==> config.mk <==
export PLATFORM = sky130hd
export DESIGN_NAME = desc_ring_dma
export DESIGN_NICKNAME = d
export VERILOG_FILES = /design/src/rtl/desc_ring_dma.sv
export SDC_FILE = /design/constraint.sdc
export NUM_CORES = 1
export LEC_CHECK = 0
export ABC_AREA = 1
export BUFFER_PORTS_ARGS = -buffer_cell sky130_fd_sc_hd__buf_2
export CORE_ASPECT_RATIO = 0.8
export CORE_UTILIZATION = 60
export DETAILED_ROUTE_END_ITERATION = 6
export PLACE_DENSITY_LB_ADDON = 0.15
export SYNTH_ARGS = -nofsm -noshare
export SYNTH_HDL_FRONTEND = slang
export SYNTH_SLANG_ARGS = --single-unit
export TNS_END_PERCENT = 100
==> constraint.sdc <==
create_clock -name clk -period 3.4 [get_ports clk]
set_input_delay 0.17 -clock clk [delete_from_list [all_inputs] [get_ports clk]]
set_output_delay 0.17 -clock clk [all_outputs]
set_load 0.01 [all_outputs]
==> src/rtl/desc_ring_dma.sv <==
module desc_ring_dma #(
  parameter int AW = 16
) (
  input  logic          clk,
  input  logic          rst_n,
  input  logic [AW-1:0] tx_base,
  input  logic [AW-1:0] rx_base,
  input  logic          tx_go,
  input  logic          rx_go,
  input  logic          rx_stop,
  output logic          tx_busy,
  output logic          rx_on,
  output logic          mem_req,
  output logic          mem_we,
  output logic [AW-1:0] mem_addr,
  output logic [31:0]   mem_wdata,
  input  logic [31:0]   mem_rdata,
  output logic          tx_valid,
  output logic [7:0]    tx_data,
  output logic          tx_last,
  input  logic          tx_ready,
  input  logic          rx_valid,
  input  logic [7:0]    rx_data,
  input  logic          rx_last,
  input  logic          rx_err,
  output logic          rx_ready
);
  localparam int ACT = 31;
  localparam int EOL = 30;
  localparam int ERR = 27;

  typedef enum logic [3:0] {IDLE, D0, D1, D2, D3, TRD, TLD, TSND, RXB, RXW, WB1, WB0} st_t;
  st_t st;

  logic [AW-1:0] tx_ptr, rx_ptr, buf_w, wa;
  logic          tx_fresh, rx_fresh, rxs, eol, err, fin;
  logic [15:0]   len, cnt;
  logic [31:0]   stage;

  wire [AW-1:0] tx_cur = tx_fresh ? tx_base : tx_ptr;
  wire [AW-1:0] rx_cur = rx_fresh ? rx_base : rx_ptr;
  wire [AW-1:0] cur    = rxs ? rx_cur : tx_cur;
  wire [AW-1:0] cnt_w  = AW'(cnt[15:2]);
  wire [1:0]    lane   = cnt[1:0];
  wire          room   = cnt < len;

  assign tx_valid = (st == TSND);
  assign tx_data  = stage[8*lane +: 8];
  assign tx_last  = tx_valid && (cnt + 16'd1 == len);
  assign rx_ready = (st == RXB);

  always_comb begin
    mem_req   = 1'b0;
    mem_we    = 1'b0;
    mem_addr  = cur;
    mem_wdata = '0;
    case (st)
      D0:  mem_req = 1'b1;
      D1:  begin mem_req = mem_rdata[ACT]; mem_addr = cur + AW'(1); end
      D2:  begin mem_req = 1'b1; mem_addr = cur + AW'(2); end
      TRD: begin mem_req = 1'b1; mem_addr = buf_w + cnt_w; end
      RXW: begin mem_req = 1'b1; mem_we = 1'b1; mem_addr = wa; mem_wdata = stage; end
      WB1: begin mem_req = 1'b1; mem_we = 1'b1; mem_addr = cur + AW'(1); mem_wdata = {len, cnt}; end
      WB0: begin mem_req = 1'b1; mem_we = 1'b1; mem_wdata = (32'(eol) << EOL) | (32'(err) << ERR); end
      default: ;
    endcase
  end

  always_ff @(posedge clk or negedge rst_n) begin
    if (!rst_n) begin
      st <= IDLE;
      tx_busy <= 1'b0; rx_on <= 1'b0;
      tx_ptr <= '0; rx_ptr <= '0; tx_fresh <= 1'b1; rx_fresh <= 1'b1;
      buf_w <= '0; wa <= '0; rxs <= 1'b0; eol <= 1'b0; err <= 1'b0; fin <= 1'b0;
      len <= '0; cnt <= '0; stage <= '0;
    end else begin
      if (tx_go)   tx_busy <= 1'b1;
      if (rx_go)   rx_on   <= 1'b1;
      if (rx_stop) rx_on   <= 1'b0;
      case (st)
        IDLE:
          if (rx_on && rx_valid) begin rxs <= 1'b1; st <= D0; end
          else if (tx_busy)      begin rxs <= 1'b0; st <= D0; end
        D0: begin cnt <= '0; err <= 1'b0; fin <= 1'b0; stage <= '0; st <= D1; end
        D1:
          if (!mem_rdata[ACT]) begin
            if (rxs) rx_on <= 1'b0; else tx_busy <= 1'b0;
            st <= IDLE;
          end else begin
            eol <= mem_rdata[EOL];
            st  <= D2;
          end
        D2: begin len <= mem_rdata[31:16]; st <= D3; end
        D3: begin
          buf_w <= mem_rdata[AW+1:2];
          st <= rxs ? RXB : ((len == 16'd0) ? WB0 : TRD);
        end
        TRD: st <= TLD;
        TLD: begin stage <= mem_rdata; st <= TSND; end
        TSND:
          if (tx_ready) begin
            cnt <= cnt + 16'd1;
            if (cnt + 16'd1 == len) st <= WB0;
            else if (lane == 2'd3)  st <= TRD;
          end
        RXB:
          if (rx_valid) begin
            if (rx_err) err <= 1'b1;
            fin <= rx_last;
            wa  <= buf_w + cnt_w;
            if (room) begin
              stage[8*lane +: 8] <= rx_data;
              cnt <= cnt + 16'd1;
              if (lane == 2'd3 || rx_last) st <= RXW;
            end else begin
              err <= 1'b1;
              if (rx_last) st <= (lane != 2'd0) ? RXW : WB1;
            end
          end
        RXW: begin stage <= '0; st <= fin ? WB1 : RXB; end
        WB1: st <= WB0;
        WB0: begin
          if (rxs) begin rx_ptr <= eol ? rx_base : rx_cur + AW'(3); rx_fresh <= 1'b0; end
          else     begin tx_ptr <= eol ? tx_base : tx_cur + AW'(3); tx_fresh <= 1'b0; end
          st <= IDLE;
        end
        default: st <= IDLE;
      endcase
    end
  end


  tx_hold_chk: assert property (@(posedge clk) disable iff (!rst_n)
    tx_valid && !tx_ready |=> tx_valid && $stable(tx_data) && $stable(tx_last));


  own_release_chk: assert property (@(posedge clk) disable iff (!rst_n)
    mem_we && mem_addr == cur |-> !mem_wdata[ACT]);


  rx_len_cap_chk: assert property (@(posedge clk) disable iff (!rst_n)
    st == WB1 |-> mem_wdata[15:0] <= mem_wdata[31:16]);


  tx_stop_chk: assert property (@(posedge clk) disable iff (!rst_n)
    st == D1 && !rxs && !mem_rdata[ACT] && !tx_go |=> !tx_busy);


  rx_stop_chk: assert property (@(posedge clk) disable iff (!rst_n)
    rx_stop |=> !rx_on);
endmodule

==> results of run 1 <==
-- critical path: cells and delay by family (launching register included) --
kind                       cells  cell delay (ns)
DFF                            1             0.49
buffers and inverters          2             0.24
adders and majority gates      1             0.33
and+or+nand+nor               11             1.57
-- final timing paths --
kind                             end  cells after the start  slack [ns]     startpoint
min                          len[13]                      3      -0.003  mem_rdata[29]
max reg2reg                    st[2]                     16        0.59         cnt[1]
min reg2reg                    wa[7]                      2        0.48          wa[7]
max                          tx_last                     14        0.18         cnt[1]
min in group asynchronous  rx_ptr[9]                      2        0.32          rst_n
max in group asynchronous     cnt[2]                      3        2.18          rst_n
-- metrics by stage --
| step | worst slack, ns | utilization | instances |
|---|---|---|---|
| after floorplan | 0.741 | - | 1722 |
| after global placement | 0.613 | 0.672 | 2080 |
| after detailed placement | 0.533 | 0.672 | 2080 |
| after CTS | 0.0439 | 0.709 | 2121 |
| after global routing | -0.00340 | 0.710 | 2123 |
| final | 0.183 | 0.711 | 2124 |
-- layer usage --
layer	vias up	GRT usage
met5	-	0
met4	0	0.140
met3	127	0.158
met2	882	0.564
met1	5973	0.608
li1	5991	-
-- final cells by class --
type | count | area [µm²] | share of cell area
repair buffers | 181 | 1050 | 0.0808
clock buffers | 19 | 443 | 0.0341
well taps | 253 | 317 | 0.0244
clock inverters | 13 | 141 | 0.0109
multi-input cells | 1272 | 6600 | 0.508
inverters | 245 | 920 | 0.0708
diodes | 1 | 2.50 | 0.000193
flip-flops and latches | 140 | 3510 | 0.271
-- power by group --
part           switching [mW]  internal [mW]  total [mW]  leakage, nW
registers               0.418           2.32        2.74         1.67
logic                    5.44           2.57        8.00         4.73
clock network           0.804           1.10        1.91        0.268
-- layout by cell type (no fill, tap or decap), types with 11 or more instances in the layout --
master     count
nand2_1      455
inv_1        233
o21ai_0      183
buf_2        142
dfrtp_1      137
nand3_1      113
nor2_1       112
o22ai_1       80
a21oi_1       77
ha_1          40
o21ai_1       30
buf_4         26
o21ai_2       21
nand4_1       18
clkbuf_16     17
nor3_1        16
xor2_1        14
o211ai_1      11
-- cells by family after synthesis --
group / count (synthesis) / synth area share
AO/OA/AOI/OAI: 442 / 0.228
buffers and inverters: 310 / 0.107
adder cells (fa/ha/maj): 41 / 0.0460
flip-flops: 140 / 0.310
XOR/XNOR: 16 / 0.0124
AND/OR/NAND/NOR: 773 / 0.296
-- repair_timing --
item,CTS,global route
setup buffers,0,2
endpoints found under the hold margin,73,0
resized for setup,0,4
endpoints found under the setup margin,0,13
hold buffers,9,0
-- sequential cells by signal, indices dropped and copies added (netlist names) --
| signal | flops |
|---|---|
| err | 1 |
| len | 16 |
| stage | 32 |
| fin | 1 |
| wa | 16 |
| rx_ptr | 16 |
| cnt | 16 |
| tx_ptr | 16 |
| tx_fresh | 1 |
| buf_w | 16 |
| eol | 1 |
| tx_busy | 1 |
| rx_fresh | 1 |
| rxs | 1 |
| rx_on | 1 |
| st | 4 |
==> metrics.txt, run 1 <==
status=finished, violations left; failing checks=DRC, hold timing; core box area=18300 µm²; Mapped Avg Cell Area=6.57 µm²; final setup fails=0; Mapped Area=11300 µm²; share of the synthesized area in the top cell type=0.305; Die W=156 µm; Post-route DRC=23; slowest stage delay, CP=0.49 ns; max_slew headroom=0.204; Detail Route Antenna Nets=0; H-tree Lvls=4; register area share after synthesis=0.310; Post-synth EDFFs=0; initial core utilization=0.619; design area=13000 µm²; TritonCTS clock tree=yes; die area=19400 µm²; met1 WL=16.9 mm; clock sink total=140; Max Cap Viol=0; Filler cells=1600; Critical Path AT=3.05 ns; Setup CP Type=reg2out; Synth async-reset ratio=1.00; Worst Path Required=3.23 ns; Yosys top cell by area=dfrtp_1; Ports=144; first-pass GRT wire length=62.6 mm; worst path cell trace=ha_1 -> nand2_1 -> nor2_1 -> nand3_1 -> nand2_1 -> nand2_1 -> nand2_1 -> nand2_1 -> nor2_1 -> nand2_1 -> nor2_1 -> nand3_1 -> inv_1 -> buf_2; Most Frequent Cell on Critical Path=nand2_1; # rows=44; Slew @ Worst Pin=1.19 ns; Most used DFF post-synth=dfrtp_1; drt pass-1 iters=7; vias=13.0k; drt via density=6.11; GRT Util Overall=0.419; Clock Latency Late Sink=0.44 ns; count leader, synth=nand2_1; most frequent cells after synthesis=nand2_1, inv_1, o21ai_0; post-synthesis cell type count=54; skew final=0.0113 ns; clock root cell=clkbuf_16; 1st-iter DRT viols=1710; Syn Nets=1844; post-DP HPWL=30.3 mm; CTS Buffer Depth=2; Gate Count Post-Synth=1722; Min-Delay Path Class=in2reg; critical path launch point type=register; initial antenna violation count=0; Num CTS Buffers=17; final net count=1979; Pwr Total=12.6 mW; Die H=125 µm; worst hold slack=-0.00268 ns; power density cells=974 nW/µm²; highest routed layer=met4; max-slew violation count=0; flip-flop and latch count after synthesis=140; final WL=39.9 mm; global placement routability congestion=1.01; Final min period=3.22 ns; top cells by area, synth=dfrtp_1, nand2_1, o21ai_0; slowest cell on the critical path=dfrtp_1; cell leakage power=6.66 nW; Final Cycle Share=0.946; CP Capture Type=output port; crit path max fanout=8; met2 routed wirelength=15.6 mm; routed length on met3=6.11 mm; placed cell areas=12300 µm²; vias in the first global route=11.8k; Layout area overhead=14.8%; port bufs=143; f_max=311 MHz; layout cell share with drive strength beyond 1=0.153; Overflow after GRT=0; Sum Neg Setup Slack=0 ns; routed len/inst=18.8 µm; VDD IR max=0.656 mV; Worst-path clk slew=0.06 ns; Ys Warns=0; largest net degree at the start of global routing=71; Hold Vio Cnt, Final=1
No activity file was read; power rests on OpenSTA's default activity.
==> run 2: changes to the inputs <==
CORE_UTILIZATION = 37   (was 60)
==> metrics.txt, run 2 (synthesized netlist as in run 1, its figures left out) <==
final WL=42.3 mm (+6.2%); H-tree Lvls=4 (unchanged); Pwr Total=12.7 mW (+0.24%); Hold Vio Cnt, Final=0 (-1); R2R depth=16 (unchanged); Detail Route Antenna Nets=0 (unchanged); Die H=158 µm (+27%); Num CTS Buffers=17 (unchanged); CTS Buffer Depth=2 (unchanged); Most Frequent Cell on Critical Path=inv_1; Worst-path clk slew=0.08 ns (+0.02 ns); largest net degree at the start of global routing=85 (+20%); Filler cells=3193 (+100%); most frequent cells in the layout=nand2_1, inv_1, o21ai_0; Hold Crit Endpoint=rx_ptr[4]; clock root cell=clkbuf_16; Ports=144 (unchanged); worst path cell trace=inv_1 -> or2_1 -> nor2_1 -> inv_1 -> nand2_1 -> nor3_1 -> inv_1 -> o21ai_0 -> buf_2; GRT Util Overall=0.277 (-0.142); r2r setup slk=0.61 ns (+0.02 ns); Final min period=3.23 ns (+0.0134 ns); power density cells=955 nW/µm² (-2.0%); max reg flops=32 (unchanged); slowest stage delay, CP=0.59 ns (+0.10 ns); Overflow after GRT=0 (unchanged); post-DP HPWL=32.9 mm (+8.6%); Hold Crit Start=rx_base[4]; Post-Place Cells=2236 (+7.5%); Critical Path AT=3.06 ns (about the same); Clock Latency Late Sink=0.44 ns (about the same); FF-to-FF End=st[1]; Final Cycle Share=0.950 (+0.00396); r2r startpoint=cnt[1]; Antenna Diode Count=0 (-1); CP startpoint=st[2]; initial core utilization=0.381 (-0.238); critical path launch point type=register; f_max=310 MHz (-0.42%); CP Capture Type=output port; Setup CP Type=reg2out; VDD IR max=0.402 mV (-39%); die area=31300 µm² (+61%); first-pass GRT wire length=65.8 mm (+5.2%); sequential cell area=3520 µm² (about the same); hold depth=3 (unchanged); 1st-iter DRT viols=1205 (-30%); final net count=1988 (+0.45%); unrepaired setup endpoints after global routing=yes; drt pass-1 iters=5 (-2); area occupied by multi-input gates=6610 µm² (about the same); core box area=29700 µm² (+63%); cell leakage power=6.72 nW (+0.82%); Layout Utilization=0.447 (-0.264); port bufs=143 (unchanged); slowest cell on the critical path=nor3_1; max-slew violation count=0 (unchanged); skew final=0.0186 ns (+0.00734 ns); max_slew headroom=0.288 (+0.0841); Sum Neg Setup Slack=0 ns (unchanged); vias in the first global route=11.5k (-1.9%); layout cell share with drive strength beyond 1=0.155 (+0.00193); Worst Path Required=3.23 ns (about the same); Min-Delay Path Class=in2reg; global placement routability congestion=0.945 (-6.3%); CP delay by family, top=simple AND/OR/NAND/NOR gates; # rows=56 (+27%); largest register by flop count=stage; Die W=198 µm (+27%); routed len/inst=18.5 µm (-1.3%); Layout area overhead=17.4%; Max Cap Viol=0 (unchanged); drt via density=5.40 (-12%); clock sink total=140 (unchanged); Slew @ Worst Pin=1.07 ns (-0.126 ns); commonest non-fill, non-tap cell in the layout=nand2_1; initial antenna violation count=3 (+3); Post-route DRC=0 (-100%); TritonCTS clock tree=yes; worst hold slack=0.00984 ns (+0.0125 ns); vias=12.3k (-4.9%); final setup fails=0 (unchanged); WP buf/inv=4 (+2); crit path max fanout=8 (unchanged); status=complete, no violations; fin cells=2285 (+7.6%)
-- run 2: changes by cell type in the layout (fill, tap and decap cells not counted), sizes merged --
cell / delta
dlygate4sd3: +8
clkinvlp: -3
clkbuf: -1
clkinv: +2
inv: +2
buf: +1
diode: -1
-- run 2: cell type report --
class | count | area share
tap | 406 | 0.0383
sequential | 140 | 0.265
inverter | 245 | 0.0693
timing repair buffer | 190 | 0.0851
multi-input combinational | 1272 | 0.498
clock buffer | 18 | 0.0331
clock inverter | 14 | 0.0120
-- run 2: worst max-delay path by stage --
| stage | to | slack (ns) | cells after the start |
|---|---|---|---|
| floorplan | st[0] | 0.74 | 16 |
| global placement | mem_addr[10] | 0.60 | 12 |
| detailed placement | mem_addr[10] | 0.55 | 12 |
| CTS | mem_addr[10] | 0.06 | 12 |
| global route | mem_addr[10] | -0.006 | 12 |
| finish | mem_addr[3] | 0.17 | 9 |
-- run 2: power by group --
| part | switching [mW] | internal (mW) |
|---|---|---|
| Clock | 0.854 | 1.11 |
| Sequential | 0.406 | 2.32 |
| Combinational | 5.42 | 2.56 |
| Total | 6.68 | 5.99 |
-- run 2: per-layer routing --
metal	global-route usage	vias up	wire, µm
met5	0	-	0
met4	0.0587	0	554
li1	-	6018	-
met2	0.393	496	17100
met3	0.0722	36	3850
met1	0.414	5793	20800
-- run 2: what timing repair did --
action | CTS | global route
hold endpoints to repair | 98 | 0
endpoints found under the setup margin | 0 | 14
hold buffers | 17 | 0
setup buffers | 0 | 0
resized for setup | 0 | 7
-- run 2: through the flow --
| step | worst slack, ns | cell area [µm²] |
|---|---|---|
| floorplan | 0.741 | 11300 |
| global placement | 0.597 | 12500 |
| global route | -0.00576 | 13300 |
| finish | 0.169 | 13300 |
| CTS | 0.0605 | 13300 |
| detailed placement | 0.548 | 12500 |
-- run 2: worst min-delay path, cell delays in order --
cell and delay, ns:
buf_2 0.09, o211ai_1 0.09, nand2_1 0.07
